===== src/rtl/spi_fn0_pkg.sv =====
package spi_fn0_pkg;

  localparam int IRQ_W     = 16;
  localparam int STW_W     = 32;
  localparam int IRQ_BYTES = IRQ_W / 8;
  localparam int STW_BYTES = STW_W / 8;

  localparam int CFG_ADDR = 0;
  localparam int RPT_ADDR = 2;
  localparam int IRQ_ADDR = 4;
  localparam int IEN_ADDR = 6;
  localparam int STW_ADDR = 8;

  typedef enum logic [2:0] {
    SEL_NONE,
    SEL_BUS,
    SEL_RPT,
    SEL_IRQ,
    SEL_IEN,
    SEL_STW
  } rd_sel_e;

  typedef struct packed {
    logic                 busCfgWr;
    logic                 rptCfgWr;
    logic                 irqW1c;
    logic [IRQ_BYTES-1:0] ienWr;
    rd_sel_e              rdSel;
    logic [1:0]           rdByte;
  } ctrl_strb_t;

endpackage


===== src/rtl/spi_fn0_ctrl.sv =====
module spi_fn0_ctrl
  import spi_fn0_pkg::*;
#(
  parameter int ADDR_W = 6
) (
  input  logic              clk,
  input  logic              rstN,
  input  logic [ADDR_W-1:0] regAddr,
  input  logic              regWrEn,
  output ctrl_strb_t        strb
);

  localparam logic [ADDR_W-1:0] A_CFG = ADDR_W'(CFG_ADDR);
  localparam logic [ADDR_W-1:0] A_RPT = ADDR_W'(RPT_ADDR);
  localparam logic [ADDR_W-1:0] A_IRQ = ADDR_W'(IRQ_ADDR);
  localparam logic [ADDR_W-1:0] A_IEN = ADDR_W'(IEN_ADDR);
  localparam logic [ADDR_W-1:0] A_STW = ADDR_W'(STW_ADDR);

  logic [ADDR_W-1:0] irqOff;
  logic [ADDR_W-1:0] ienOff;
  logic [ADDR_W-1:0] stwOff;

  assign irqOff = regAddr - A_IRQ;
  assign ienOff = regAddr - A_IEN;
  assign stwOff = regAddr - A_STW;

  always_comb begin
    strb       = '0;
    strb.rdSel = SEL_NONE;
    if (regAddr == A_CFG) begin
      strb.rdSel    = SEL_BUS;
      strb.busCfgWr = regWrEn;
    end else if (regAddr == A_RPT) begin
      strb.rdSel    = SEL_RPT;
      strb.rptCfgWr = regWrEn;
    end else if (regAddr >= A_IRQ && regAddr < A_IRQ + ADDR_W'(IRQ_BYTES)) begin
      strb.rdSel  = SEL_IRQ;
      strb.rdByte = 2'(irqOff);
      strb.irqW1c = regWrEn && (regAddr == A_IRQ);
    end else if (regAddr >= A_IEN && regAddr < A_IEN + ADDR_W'(IRQ_BYTES)) begin
      strb.rdSel  = SEL_IEN;
      strb.rdByte = 2'(ienOff);
      for (int b = 0; b < IRQ_BYTES; b++) begin
        strb.ienWr[b] = regWrEn && (2'(ienOff) == 2'(b));
      end
    end else if (regAddr >= A_STW && regAddr < A_STW + ADDR_W'(STW_BYTES)) begin
      strb.rdSel  = SEL_STW;
      strb.rdByte = 2'(stwOff);
    end
  end

  AST_STW_NO_WRITE: assert property (@(posedge clk) disable iff (!rstN)
    (strb.rdSel == SEL_STW) |-> !(strb.busCfgWr || strb.rptCfgWr || strb.irqW1c || (|strb.ienWr)))
    else $error("write strobe raised on status word");

  AST_ONE_STROBE: assert property (@(posedge clk) disable iff (!rstN)
    $countones({strb.busCfgWr, strb.rptCfgWr, strb.irqW1c, strb.ienWr}) <= 1)
    else $error("more than one write strobe");

endmodule


===== src/rtl/spi_fn0_data.sv =====
module spi_fn0_data
  import spi_fn0_pkg::*;
#(
  parameter logic [7:0]       BUS_RESET = 8'h30,
  parameter logic [IRQ_W-1:0] IRQ_IMPL  = 16'hE0E7,
  parameter logic [IRQ_W-1:0] IEN_RESET = 16'hE0E7
) (
  input  logic             clk,
  input  logic             rstN,
  input  ctrl_strb_t       strb,
  input  logic [7:0]       wrData,
  input  logic [IRQ_W-1:0] evtSet,
  input  logic [IRQ_W-1:0] evtClear,
  input  logic [STW_W-1:0] statusIn,
  input  logic             statusActive,
  output logic [7:0]       rdData,
  output logic             wordLen32,
  output logic             bigEndian,
  output logic             highSpeed,
  output logic             irqActiveHigh,
  output logic             statusEn,
  output logic             irqWithStatus,
  output logic             wakeReq,
  output logic             irqPin
);

  localparam logic [7:0] BUS_MASK = 8'hB3;
  localparam logic [1:0] RPT_MASK = 2'b11;

  logic [7:0]       busCfg;
  logic [1:0]       rptCfg;
  logic [IRQ_W-1:0] irqStat;
  logic [IRQ_W-1:0] irqEn;
  logic [STW_W-1:0] statReg;
  logic [IRQ_W-1:0] w1cMask;
  logic [IRQ_W-1:0] irqNext;
  logic             irqFire;

  always_ff @(posedge clk or negedge rstN) begin
    if (!rstN) begin
      busCfg  <= BUS_RESET & BUS_MASK;
      wakeReq <= 1'b0;
    end else begin
      wakeReq <= strb.busCfgWr && wrData[7];
      if (strb.busCfgWr) busCfg <= wrData & BUS_MASK;
    end
  end

  always_ff @(posedge clk or negedge rstN) begin
    if (!rstN) rptCfg <= '0;
    else if (strb.rptCfgWr) rptCfg <= wrData[1:0] & RPT_MASK;
  end

  always_comb begin
    w1cMask = '0;
    if (strb.irqW1c) w1cMask[0] = wrData[0];
    irqNext = ((irqStat & ~(evtClear | w1cMask)) | evtSet) & IRQ_IMPL;
  end

  always_ff @(posedge clk or negedge rstN) begin
    if (!rstN) irqStat <= '0;
    else       irqStat <= irqNext;
  end

  for (genvar b = 0; b < IRQ_BYTES; b++) begin : g_ien
    always_ff @(posedge clk or negedge rstN) begin
      if (!rstN)              irqEn[8*b +: 8] <= IEN_RESET[8*b +: 8];
      else if (strb.ienWr[b]) irqEn[8*b +: 8] <= wrData;
    end
  end

  always_ff @(posedge clk or negedge rstN) begin
    if (!rstN) statReg <= '0;
    else       statReg <= statusIn;
  end

  always_comb begin
    rdData = '0;
    case (strb.rdSel)
      SEL_BUS: rdData = busCfg;
      SEL_RPT: rdData = {6'b0, rptCfg};
      SEL_IRQ: rdData = irqStat[{strb.rdByte[0], 3'b000} +: 8];
      SEL_IEN: rdData = irqEn[{strb.rdByte[0], 3'b000} +: 8];
      SEL_STW: rdData = statReg[{strb.rdByte, 3'b000} +: 8];
      default: rdData = '0;
    endcase
  end

  assign wordLen32     = busCfg[0];
  assign bigEndian     = busCfg[1];
  assign highSpeed     = busCfg[4];
  assign irqActiveHigh = busCfg[5];
  assign statusEn      = rptCfg[0];
  assign irqWithStatus = rptCfg[1];

  assign irqFire = (|(irqStat & irqEn)) && (!statusActive || rptCfg[1]);
  assign irqPin  = busCfg[5] ? irqFire : !irqFire;

  AST_WAKE_FROM_WRITE: assert property (@(posedge clk) disable iff (!rstN)
    wakeReq |-> $past(strb.busCfgWr && wrData[7]))
    else $error("wake pulse without wake write");

  AST_SET_WINS: assert property (@(posedge clk) disable iff (!rstN)
    $past(evtSet[0]) |-> irqStat[0])
    else $error("set lost against clear");

  AST_UNIMPL_ZERO: assert property (@(posedge clk) disable iff (!rstN)
    (irqStat & ~IRQ_IMPL) == '0)
    else $error("unimplemented interrupt bit set");

  AST_QUIET_STATUS: assert property (@(posedge clk) disable iff (!rstN)
    (statusActive && !irqWithStatus) |-> (irqPin == !irqActiveHigh))
    else $error("interrupt shown during status");

  AST_IEN_HOLD: assert property (@(posedge clk) disable iff (!rstN)
    !$past(|strb.ienWr) |-> $stable(irqEn))
    else $error("enable changed without write");

endmodule


===== src/rtl/spi_fn0_regbank.sv =====
module spi_fn0_regbank
  import spi_fn0_pkg::*;
#(
  parameter int               ADDR_W    = 6,
  parameter logic [7:0]       BUS_RESET = 8'h30,
  parameter logic [IRQ_W-1:0] IRQ_IMPL  = 16'hE0E7,
  parameter logic [IRQ_W-1:0] IEN_RESET = 16'hE0E7
) (
  input  logic              clk,
  input  logic              rstN,
  input  logic [ADDR_W-1:0] regAddr,
  input  logic              regWrEn,
  input  logic [7:0]        regWrData,
  output logic [7:0]        regRdData,
  input  logic [IRQ_W-1:0]  evtSet,
  input  logic [IRQ_W-1:0]  evtClear,
  input  logic [STW_W-1:0]  statusIn,
  input  logic              statusActive,
  output logic              wordLen32,
  output logic              bigEndian,
  output logic              highSpeed,
  output logic              irqActiveHigh,
  output logic              statusEn,
  output logic              irqWithStatus,
  output logic              wakeReq,
  output logic              irqPin
);

  ctrl_strb_t strb;

  spi_fn0_ctrl #(.ADDR_W(ADDR_W)) u_ctrl (
    .clk     (clk),
    .rstN    (rstN),
    .regAddr (regAddr),
    .regWrEn (regWrEn),
    .strb    (strb)
  );

  spi_fn0_data #(
    .BUS_RESET (BUS_RESET),
    .IRQ_IMPL  (IRQ_IMPL),
    .IEN_RESET (IEN_RESET)
  ) u_data (
    .clk           (clk),
    .rstN          (rstN),
    .strb          (strb),
    .wrData        (regWrData),
    .evtSet        (evtSet),
    .evtClear      (evtClear),
    .statusIn      (statusIn),
    .statusActive  (statusActive),
    .rdData        (regRdData),
    .wordLen32     (wordLen32),
    .bigEndian     (bigEndian),
    .highSpeed     (highSpeed),
    .irqActiveHigh (irqActiveHigh),
    .statusEn      (statusEn),
    .irqWithStatus (irqWithStatus),
    .wakeReq       (wakeReq),
    .irqPin        (irqPin)
  );

endmodule


===== config.mk =====
export PLATFORM = sky130hd
export DESIGN_NAME = spi_fn0_regbank
export DESIGN_NICKNAME = d
export VERILOG_FILES = /design/src/rtl/spi_fn0_pkg.sv /design/src/rtl/spi_fn0_ctrl.sv /design/src/rtl/spi_fn0_data.sv /design/src/rtl/spi_fn0_regbank.sv
export SDC_FILE = /design/constraint.sdc
export NUM_CORES = 1
export LEC_CHECK = 0
export BUFFER_PORTS_ARGS = -buffer_cell sky130_fd_sc_hd__buf_2
export CAP_MARGIN = 0
export CORE_AREA = 2 2 82 142
export CTS_CLUSTER_SIZE = 12
export DETAILED_ROUTE_END_ITERATION = 16
export DIE_AREA = 0 0 84 144
export GPL_TIMING_DRIVEN = 0
export SYNTH_ARGS = -nofsm -noshare
export SYNTH_HDL_FRONTEND = slang
export SYNTH_SLANG_ARGS = --single-unit
export TNS_END_PERCENT = 1

===== constraint.sdc =====
create_clock -name clk -period 2.29 [get_ports clk]
set_input_delay 0.229 -clock clk [delete_from_list [all_inputs] [get_ports clk]]
set_output_delay 0.229 -clock clk [all_outputs]
set_load 0.01 [all_outputs]

==> impl.org, run 1 <==
** Finish
- The post-route netlist has 46.9% of its cells at a drive strength greater than 1.
- After filler insertion, the fill cell instance count of the layout stands at 1,089.
- The area growth from synthesis to layout is 45.2%.
- Final nets :: between 300 and 400
- Final Cell Area :: just under 4000 um^2
- The top cell types in the final layout, fill and taps aside, are sky130_fd_sc_hd__buf_2, sky130_fd_sc_hd__dfrtp_1, sky130_fd_sc_hd__dlygate4sd3_1, sky130_fd_sc_hd__mux2_2, sky130_fd_sc_hd__nand2_1.
- Measured on the finished design, the core utilization comes to between 30% and 40%.
- Summing all flip-flop and latch instances after layout gives about 1600 um^2.
- Most common library cell in the layout ignoring fill and taps :: sky130_fd_sc_hd__buf_2
- Diode count :: 0
- For this run, the number of standard cells in the final layout without fillers is around 440.
- Multi-input gate area :: approximately 970 um^2

** Floorplanning
- From left edge to right edge, the die measures approximately 84 um.
- For this design the top-level I/O count stands at 98.
- For this configuration, the core starts out at a cell density of between 20 and 25%.
- Num rows :: 51
- Die outline height :: 144 um
- Core footprint :: about 11,000 um^2
- The die covers between 10,000 and 15,000 um^2.

** Setup path
- Data arrives at the worst endpoint at around 1.9 ns.
- Of all nets on the critical path, the largest fanout is 10.
- Worst flop-to-flop path endpoint :: u_data.irqStat[0]
- Cell repeated most along the worst path :: sky130_fd_sc_hd__buf_2
- The critical path starts at regAddr[4].
- Data required time of the critical path :: 2.06 ns
- Slowest cell on the critical path :: sky130_fd_sc_hd__mux4_2
- Type of destination of the critical path :: output pin
- The worst setup path is launched from an input pin.
- The setup check on the worst reg-to-reg path leaves a slack of ~1.5 ns.
- On the worst path, the slowest cell contributes a delay of roughly 0.50 ns.
- In this run the critical register-to-register path is launched from u_data.irqStat[0].
- Cells on worst reg2reg path :: 1
- The critical path goes through buf_2 -> nor2_1 -> and3_1 -> buf_6 -> mux4_2 -> a22oi_1 -> nand2_1 -> buf_2.
- WS Path Type :: in2out

** STA
- Clock period minus final worst setup slack :: between 2 and 2.5 ns
- For the final routed database, the setup TNS stands at 0 ns.
- Relative slew slack :: 43.6%
- Least-Margin Pin Slew :: 0.843 ns
- Final Slew Violations :: 0
- The worst path meets setup with between 0.15 and 0.2 ns of slack.
- Count of final setup violators :: 0
- Based on the critical path, the design can be clocked at up to ~0.47 GHz.
- Setup repair after global routing left no endpoint under its margin.
- After layout, the worst path uses slightly above 90% of the clock period.
- The number of failing hold endpoints at the final stage came to 2.
- Across all hold checks on the routed design, the worst slack comes to -0.00389 ns.
- The clock arrives with 0 ns of skew.

** Placement
- Total cell area at the placement stage :: roughly 3200 um^2
- Number of cells in the design after placement :: 399
- Port buffering added slightly above 80 buffers.
- DPL Wire Length :: around 5.2 mm
- Post-place setup slack :: -0.231 ns
- The congestion estimate from routability-driven global placement came to just under 0.8.

** Clock network
- For this design, the sink count on the clock tree is 65.
- Worst-case clock buffer depth :: 2
- Clock-pin slew was measured on the worst setup and hold paths at around 0.05 ns.
- Counting the buffers created by CTS gives 9.
- TritonCTS built the clock tree.
- Setup Buffers After CTS :: 0
- The later pin in the worst-skew pair is clocked with a latency of roughly 0.32 ns.
- The tree is rooted in a sky130_fd_sc_hd__clkbuf_16.
- In this run the number of H-tree levels came out at 3.

** Global routing
- Entering global routing, the biggest net connects 66 pins.
- The initial antenna violation count was 0.
- Global-route wire length before repair :: about 11 mm
- For met1 alone, demand over resource in global routing was 12.2%.
- GRT Util Overall :: between 10% and 20%
- Overflow left after global routing :: 0
- GR Layer Usage met3 :: 3.94%
- Most Used Layer, Global Route :: met2
- The via count of the first global-routing pass was around 2,100.
- Global routing used ~23% of the available met2 tracks.

** Detailed routing
- Number of nets with antenna violations after routing :: 0
- The final layout contains routed wiring with a total length of about 7 mm.
- Average wire per standard cell :: ~16 um
- Number of vias per cell after detailed routing :: 4.46
- In this run, the number of DRC markers left after iteration 0 of detailed routing was about 120.
- In the routed design, unresolved DRC markers number 0.
- Number of iterations in the first detailed-routing pass :: 4
- Summing over every cut layer, the via total after detailed routing is 1,976.

** Yosys
- During synthesis, Yosys emitted a total of 0 warnings.
- Distinct cell type count of the synthesized netlist :: 33
- Synthesis produced between 150 and 200 cells.
- Post-synthesis async set-or-reset flop share :: 100%
- Counting every net in the synthesized netlist gives roughly 270.
- Counting flops with a built-in enable in the synthesized netlist gives 0.
- Cell Area, Synth :: approximately 2700 um^2
- The most used flip-flop cell after synthesis is sky130_fd_sc_hd__dfrtp_1.
- Synthesized area per cell :: 14.3 um^2
- Seq/Total Area, Yosys :: 61.5%
- Synthesis inferred 65 register bits.

** Worst hold path
- The min-delay analysis places its worst path in the category in2async.

** Run
- Max-cap violations in this run came to 0.

** Status
- The flow ran to the end, but the final reports show violations.
- Violations in the final reports :: negative hold slack

** Pwr
- Pwr dens :: between 800 and 900 nW/um^2
- Peak supply drop :: ~0.48 mV
- The analysis attributes to cell leakage a power of between 1.5 and 2 nW.
flip-flops by register name, indices dropped and copies added (netlist names):
signal / count
u_data.wakeReq: 1
u_data.irqStat: 9
u_data.busCfg: 5
u_data.statReg: 32
u_data.rptCfg: 2
u_data.irqEn: 16
what timing repair did:
item | CTS | global route
endpoints found under the setup margin | 2 | 2
gates resized for setup | 2 | 2
endpoints found under the hold margin | 27 | 1
hold buffers | 27 | 1
worst max path at each step:
stage	to	depth (start not counted)
floorplan	regRdData[5]	7
global placement	regRdData[7]	7
detailed placement	regRdData[7]	7
CTS	regRdData[5]	8
global route	regRdData[5]	8
finish	regRdData[5]	8
power by group:
| group | total [mW] | switching, mW | internal [mW] |
|---|---|---|---|
| Sequential | 1.32 | 0.0599 | 1.26 |
| Clock | 1.54 | 0.485 | 1.06 |
| Combinational | 0.355 | 0.151 | 0.203 |
| Total | 3.22 | 0.697 | 2.53 |
cells in the mapped netlist (all sizes together) (4+ instances only):
| cell type | instances | area, um^2 |
|---|---|---|
| a21o | 9 | 67.6 |
| a22oi | 5 | 37.5 |
| dfrtp | 54 | 1350 |
| dfstp | 11 | 289 |
| inv | 11 | 41.3 |
| mux2 | 23 | 259 |
| mux2i | 9 | 90.1 |
| mux4 | 9 | 203 |
| nand2 | 12 | 45.0 |
| nor2 | 4 | 15.0 |
layer usage:
metal  vias to the layer above  part of all wire, %
met4                         0                  1.9
met2                        60                   57
li1                        922                    -
met5                         -                    0
met3                        11                  4.3
met1                       983                   36
critical path, delay by kind of cell:
kind / cells / cell delay, ns
AO/OA/AOI/OAI: 1 / 0.20
buffers and inverters: 3 / 0.43
multiplexers: 1 / 0.50
AND/OR/NAND/NOR: 3 / 0.53
layout make-up:
| cell class | instances | share of cell area, % |
|---|---|---|
| multi-input combinational | 104 | 25.0 |
| clock inverter | 6 | 2.78 |
| sequential | 65 | 42.3 |
| timing repair buffer | 109 | 17.8 |
| tap | 132 | 4.26 |
| buffer | 6 | 0.904 |
| clock buffer | 10 | 5.91 |
| inverter | 11 | 1.07 |
metrics by stage:
| step | total power, mW | hold slack [ns] |
|---|---|---|
| after global routing | 3.38 | 0.000232 |
| after global placement | 1.65 | 0.337 |
| after floorplan | 1.50 | -0.0666 |
| after detailed placement | 1.67 | 0.338 |
| after CTS | 3.27 | 0.00104 |
| final | 3.22 | -0.00389 |
logic make-up after synthesis:
kind of cell	synth area share (%)
flops	61.5
mux	20.7
simple gates	6.38
compound gates	8.20
buf+inv	2.63
xor+xnor	0.656
Power figures use the tool's default switching activity.
==> run 2: changes to the inputs <==
- SLEW_MARGIN: not set -> 10
- clock period: 2.29 -> 2.65 ns (I/O delays scaled with it)
==> run 2 against run 1 <==
  * The run now ends clean
  * Register-to-register slack improved by 0.36 ns
  * Clock power shrank 13%
  * Design area shrank 7.6%
  * Sequential power down 14%
  * Via count is 6.4% lower
  * Highest routed layer unchanged
==> impl.org, run 2 (synthesized netlist as in run 1, its figures left out) <==
** Status
- Status :: finished, final reports clean

** Clock network
- Worst-case clock buffer depth :: 2
- Clock-pin slew was measured on the worst setup and hold paths at 0.05 ns.
- TritonCTS built the clock tree.
- The H-tree was split into 3 levels.
- Setup Buffers After CTS :: 0
- Counting the buffers created by CTS gives 9.
- Cell chosen for the clock root :: sky130_fd_sc_hd__clkbuf_16
- Num Clock Sinks :: 65
- Clk Latency, worst-skew pair :: 0.32 ns

** Global routing
- Pin count of the biggest net entering global routing :: between 60 and 70
- Initial antenna violation count :: 0
- The via count of the first global-routing pass was 1,973.
- Global-route wire length before repair :: about 10 mm
- Global routing used between 10% and 20% of the available tracks across all layers.
- The total overflow left after global routing is 0.

** Detailed routing
- DRT iter0 DRCs :: roughly 130
- Dividing the detail-routed wire length by the instance count gives 16.4 um.
- Number of vias per cell after detailed routing :: 4.46
- The first detailed-routing pass took 4 iterations.
- After detailed routing, the total wire length is about 6.8 mm.
- In the routed design, unresolved DRC markers number 0.
- In this run the remaining antenna-violating nets after routing total 0.
- The final route contains ~1,900 vias.

** Setup path
- In this run the worst path has a maximum fanout of 10.
- STA classifies the critical path endpoint as an output pin.
- Data required time of the critical path :: 2.38 ns
- The worst setup path is of the in2out kind.
- The worst setup path is launched from an input pin.
- Arrival @ worst endpoint :: 2.08 ns

** Finish
- The register with the most flip-flops in the final layout is u_data.statReg.
- Of the cells placed in the final design, the portion with a size suffix greater than 1 is 51.2%.
- Diode count :: 0
- Leading cell types in the layout, fill and taps excluded :: sky130_fd_sc_hd__buf_2, sky130_fd_sc_hd__dfrtp_1, sky130_fd_sc_hd__mux2_2, sky130_fd_sc_hd__nand2_1
- The library cell used most frequently in the layout, excluding fill and tap cells, is sky130_fd_sc_hd__buf_2.
- The largest registers in the layout are u_data.statReg (32), u_data.irqEn (16), u_data.irqStat (9).
- Layout overhead on the synthesized area :: 34.3%
- With fillers left out, the area of the finished cells amounts to about 3600 um^2.
- Number of filler cells placed in the layout :: approximately 1,100
- For this run, the post-layout net count is 360.
- The register with the most flip-flops in the layout has 32 of them.

** Pwr
- Net switching is approximately 22% of the power.
- In this run the power spent charging and discharging nets is around 600 uW.
- Of the total power, the clock network draws between 40% and 50%.
- For this design the static power due to leakage is ~1.7 nW.
- Proportion of power drawn by flip-flops and latches :: between 40% and 50%
- The worst-case IR drop observed on VDD is about 0.4 mV.
- Pwr dens :: approximately 770 nW/um^2
- Combinational logic burns 9.9% of the power.
- The internal portion of the total power is between 2 and 2.5 mW.

** Run
- Max-cap violations in this run came to 0.

** STA
- Between clock sinks in the finished design, the worst skew comes to 0 ns.
- Count of endpoints failing hold in the final timing report :: 0
- Dividing the final minimum period by the clock period gives between 80% and 90%.
- Setup repair after global routing left no endpoint under its margin.
- Count of final setup violators :: 0
- Across all hold checks on the routed design, the worst slack comes to 0.0300 ns.
- For the finished layout, the period the worst path requires is 2.35 ns.
- The number of slew-limit violations in the final report was 0.
- Maximum frequency from static timing analysis :: around 0.43 GHz
- For the pin with the worst max-slew slack, the measured transition is roughly 0.8 ns.
- Headroom to the max-slew limit came out at 45.7%.
- TNS Setup :: 0 ns

** Placement
- The count of buffers added on input and output ports is between 80 and 90.
- Final estimated routing congestion in global placement :: around 0.8
- After detailed placement, the total cell area comes to 3240 um^2.
- The wire-length estimate of the detail-placed layout is 5.23 mm.

** Floorplanning
- The floorplan step defined a die boundary enclosing roughly 12,000 um^2.
- The die is between 80 and 90 um wide.
- 98 I/O pins were placed.
- Measured along the y axis, the die boundary spans roughly 140 um.
- Core footprint :: between 10,000 and 15,000 um^2
- Starting density of the core :: between 20% and 30%
- Num rows :: between 50 and 60

** Worst hold path
- Min-delay worst type :: in2async
[run 2: cell type report]
| cell class | count | area [um^2] | share of cell area [%] |
|---|---|---|---|
| Timing Repair Buffer | 81 | 408 | 11.4 |
| Clock inverter | 6 | 108 | 3.00 |
| Inverter | 11 | 41.3 | 1.15 |
| Tap cell | 132 | 165 | 4.61 |
| Multi-Input combinational cell | 104 | 963 | 26.9 |
| Clock buffer | 10 | 229 | 6.39 |
| Sequential cell | 65 | 1640 | 45.8 |
| Buffer | 6 | 28.8 | 0.803 |
[run 2: power groups by stage]
stage | Combinational (mW) | Clock, mW | Sequential [mW]
5_1_grt | 0.304 | 1.42 | 1.15
3_5_place_dp | 0.279 | 0 | 1.16
6_report | 0.271 | 1.34 | 1.14
2_1_floorplan | 0.146 | 0 | 1.15
4_1_cts | 0.280 | 1.37 | 1.14
3_3_place_gp | 0.273 | 0 | 1.15
[run 2: worst max-delay path, stage by stage]
cell	delay (ns)
sky130_fd_sc_hd__buf_2	0.10
sky130_fd_sc_hd__nor2_1	0.23
sky130_fd_sc_hd__and3_1	0.19
sky130_fd_sc_hd__buf_2	0.31
sky130_fd_sc_hd__mux4_2	0.54
sky130_fd_sc_hd__a22oi_1	0.20
sky130_fd_sc_hd__nand2_1	0.08
sky130_fd_sc_hd__buf_2	0.15
[run 2: worst paths after layout]
path / cells after the start / startpoint / slack (ns) / to
worst max-delay path: 8 / regAddr[4] / 0.30 / regRdData[5]
worst min-delay path: 1 / rstN / 0.03 / u_data.statReg[9]
worst max register to register: 1 / u_data.irqStat[0] / 1.88 / u_data.irqStat[0]
worst min register to register: 1 / u_data.busCfg[7] / 0.49 / u_data.busCfg[7]
max in group asynchronous: 1 / rstN / 2.08 / u_data.statReg[21]
min in group clk: 1 / statusIn[13] / 0.04 / u_data.statReg[13]
[run 2: layer usage]
metal | GRT usage [%] | wire length [um] | up-vias
met3 | 3.94 | 295 | 11
met5 | 0 | 0 | -
met2 | 21.8 | 3890 | 56
met4 | 5.52 | 132 | 0
li1 | - | - | 862
met1 | 12.0 | 2480 | 921
[run 2: timing repair]
| action | 4_1_cts | 5_1_grt |
|---|---|---|
| hold buffers | 0 | 0 |
| hold endpoints to repair | 0 | 0 |
| setup endpoints to repair | 0 | 1 |
| resized for setup | 0 | 1 |
[run 2: per-stage QoR]
| step | total power [mW] | worst slack (ns) | std cells | util [%] |
|---|---|---|---|---|
| after floorplan | 1.29 | 0.655 | 186 | - |
| after global placement | 1.43 | 0.117 | 399 | 29.3 |
| after detailed placement | 1.44 | 0.0568 | 399 | 29.4 |
| after CTS | 2.79 | 0.0522 | 415 | 32.4 |
| after global routing | 2.88 | 0.151 | 415 | 32.5 |
| final | 2.75 | 0.304 | 415 | 32.5 |
==> run 3: changes to the inputs <==
- RECOVER_POWER: not set -> 25
- clock period: 2.65 -> 2.8 ns (I/O delays scaled with it)
==> run 3 against run 2 <==
  * The flow now finishes with violations (max-capacitance violations, max-slew violations)
  * Count of clock-buffer cells in the layout stayed put
  * Critical endpoint is now regRdData[7]
  * Die area did not move
  * Clock skew stayed put
  * Critical path type unchanged
  * Register-to-register slack better by 0.15 ns
==> impl.org, run 3 (synthesized netlist as in run 1, its figures left out) <==
** Clock network
- The number of clock buffers added by TritonCTS is 9.
- Maximum level of the CTS H-tree :: 3
- The longest clock path from root to sink contains 2 buffers.
- Setup Buffers After CTS :: 0
- Clock-pin slew was measured on the worst setup and hold paths at roughly 0.060 ns.
- TritonCTS clock tree :: done
- Gates resized during post-CTS repair numbered 0.
- Post-CTS Hold Fix Bufs :: 0
- Num Clock Sinks :: 65
- Cell chosen for the clock root :: sky130_fd_sc_hd__clkbuf_16
- Clk Latency, worst-skew pair :: approximately 0.32 ns

** Pwr
- The internal portion of the total power is 2.04 mW.
- In this run the power density over the cells is 728 nW/um^2.
- Combinational logic burns between 9 and 10% of the power.
- IR analysis of the VDD net gives a maximum drop of 0.384 mV.
- The clock network burns ~50% of the power.
- Of the total power, the share spent switching nets is about 22%.
- For this design the total switching power over the nets is 565 uW.
- Leakage :: between 1.5 and 2 nW
- Proportion of power drawn by flip-flops and latches :: between 40% and 50%

** Placement
- IO buf count :: 81
- DPL Wire Length :: 5.23 mm
- Final estimated routing congestion in global placement :: just under 0.8
- Number of cells in the design after placement :: roughly 400

** STA
- Timing would allow up to 0.399 GHz.
- Clock period minus final worst setup slack :: between 2 and 3 ns
- At the pin with the least slew margin, the transition time is around 1.6 ns.
- Period utilisation layout :: about nine tenths
- The number of failing hold endpoints at the final stage is 0.
- Setup repair after global routing left no endpoint under its margin.
- Relative slew slack :: -6.57%
- Across the routed clock network, the largest skew measured is 0 ns.
- Count of final setup violators :: 0
- TNS Setup :: 0 ns
- Final Slew Violations :: between 60 and 70

** Finish
- The largest registers in the layout are u_data.statReg (32), u_data.irqEn (16), u_data.irqStat (9).
- Share of the core filled with cells :: between 30% and 40%
- FF/Latch Area :: ~1600 um^2
- The register with the most flip-flops in the layout has 32 of them.
- Number of filler cells placed in the layout :: 1,117
- Leading cell types in the layout, fill and taps excluded :: sky130_fd_sc_hd__buf_2, sky130_fd_sc_hd__dfrtp_1, sky130_fd_sc_hd__mux2_2, sky130_fd_sc_hd__nand2_1
- Most common library cell in the layout ignoring fill and taps :: sky130_fd_sc_hd__buf_2
- 0 antenna diodes ended up in the layout.
- Multi-input gate area :: ~960 um^2
- Final nets :: 360
- Counting flops per register, the top entry is u_data.statReg.
- Layout overhead on the synthesized area :: 34.0%
- Count of placed standard cells in the final layout, fillers left out :: between 400 and 500
- Fraction of final layout cells with drive strength greater than 1 :: around 51%

** Detailed routing
- The first detailed-routing pass took 4 iterations.
- For this block, the via count after detailed routing is around 1,900.
- DRT iter0 DRCs :: 132
- Dividing the detail-routed wire length by the instance count gives approximately 16 um.
- Number of vias per cell after detailed routing :: 4.46
- Number of DRC violations after detailed routing :: 0
- Once detail routing completed, the nets flagged for antenna violations numbered 0.
- Summed over all layers, the routed wires come to 6.82 mm.

** Global routing
- After global routing the overflow that remains totals 0.
- Global routing consumed, over all layers together, 11.8% of the routing resources.
- Number of global-route vias before repair :: slightly below 2,000
- Entering global routing, the biggest net connects 66 pins.
- The initial antenna violation count came to 0.
- The first global-routing pass estimated 10.4 mm of wire.

** Status
- Violations in the final reports :: max-capacitance violations, max-slew violations
- The run finished, with violations left.

** Setup path
- Along the worst path, the maximum fanout reaches 8.
- STA puts the critical path data arrival time at around 2.2 ns.
- Launching element type of the critical path :: input pin
- The worst setup path is captured at an output pin.
- The setup path with the least slack is of type in2out.
- Data on the critical path is required at its endpoint by between 2 and 3 ns.

** Floorplanning
- Die width :: between 80 and 90 um
- The total area inside the core boundary comes to roughly 11,000 um^2.
- Die area :: 12,100 um^2
- The floorplan has a little over 50 rows.
- Starting density of the core :: roughly a quarter
- Die outline height :: around 140 um
- Number of top-level design ports :: 98

** Worst hold path
- Min-delay worst type :: in2reg

** Run
- Count of max-cap constraint violations :: 1
-- run 3: metrics by stage --
stage	hold slack, ns	setup slack [ns]	power [mW]	area, um^2
floorplan	-0.0156	0.775	1.22	2670
global placement	0.388	0.237	1.35	3240
detailed placement	0.389	0.177	1.36	3240
CTS	0.0384	0.172	2.64	3580
global route	0.0369	0.0523	2.73	3580
finish	0.0568	0.295	2.60	3580
-- run 3: power groups by stage --
stage          Sequential (mW)  Combinational, mW  Clock (mW)
2_1_floorplan             1.09              0.138           0
4_1_cts                   1.08              0.265        1.30
5_1_grt                   1.09              0.287        1.35
6_report                  1.08              0.257        1.26
3_3_place_gp              1.09              0.259           0
3_5_place_dp              1.10              0.264           0
-- run 3: per-layer routing --
metal	part of all wire, %	global-route usage (%)	vias to the layer above
li1	-	-	860
met3	4.3	3.94	11
met5	0	0	-
met1	36	12.0	923
met4	1.9	5.52	0
met2	57	21.8	56
-- run 3: final cells by class --
| cell class | instances | share of cell area (%) |
|---|---|---|
| clock buffers | 10 | 6.40 |
| clock inverters | 6 | 3.01 |
| multi-input cells | 104 | 26.8 |
| repair buffers | 81 | 11.3 |
| well taps | 132 | 4.62 |
| inverters | 11 | 1.15 |
| flip-flops and latches | 65 | 45.9 |
| plain buffers | 6 | 0.805 |
-- run 3: path summary, 6_finish.rpt --
kind	startpoint	endpoint	slack [ns]	cells past startpoint
worst min register to register	u_data.busCfg[7]	u_data.busCfg[7]	0.49	1
worst max register to register	u_data.irqStat[0]	u_data.irqStat[0]	2.03	1
min in group asynchronous	rstN	u_data.statReg[9]	0.36	1
max in group asynchronous	rstN	u_data.statReg[21]	1.48	1
worst min-delay path	statusIn[13]	u_data.statReg[13]	0.06	1
worst max-delay path	regAddr[4]	regRdData[7]	0.30	7
-- run 3: worst max-delay path: stages --
cell	delay, ns
sky130_fd_sc_hd__buf_2	0.10
sky130_fd_sc_hd__or2_1	0.27
sky130_fd_sc_hd__nor3b_1	0.88
sky130_fd_sc_hd__inv_1	0.09
sky130_fd_sc_hd__a221oi_1	0.29
sky130_fd_sc_hd__a221o_1	0.17
sky130_fd_sc_hd__buf_2	0.13
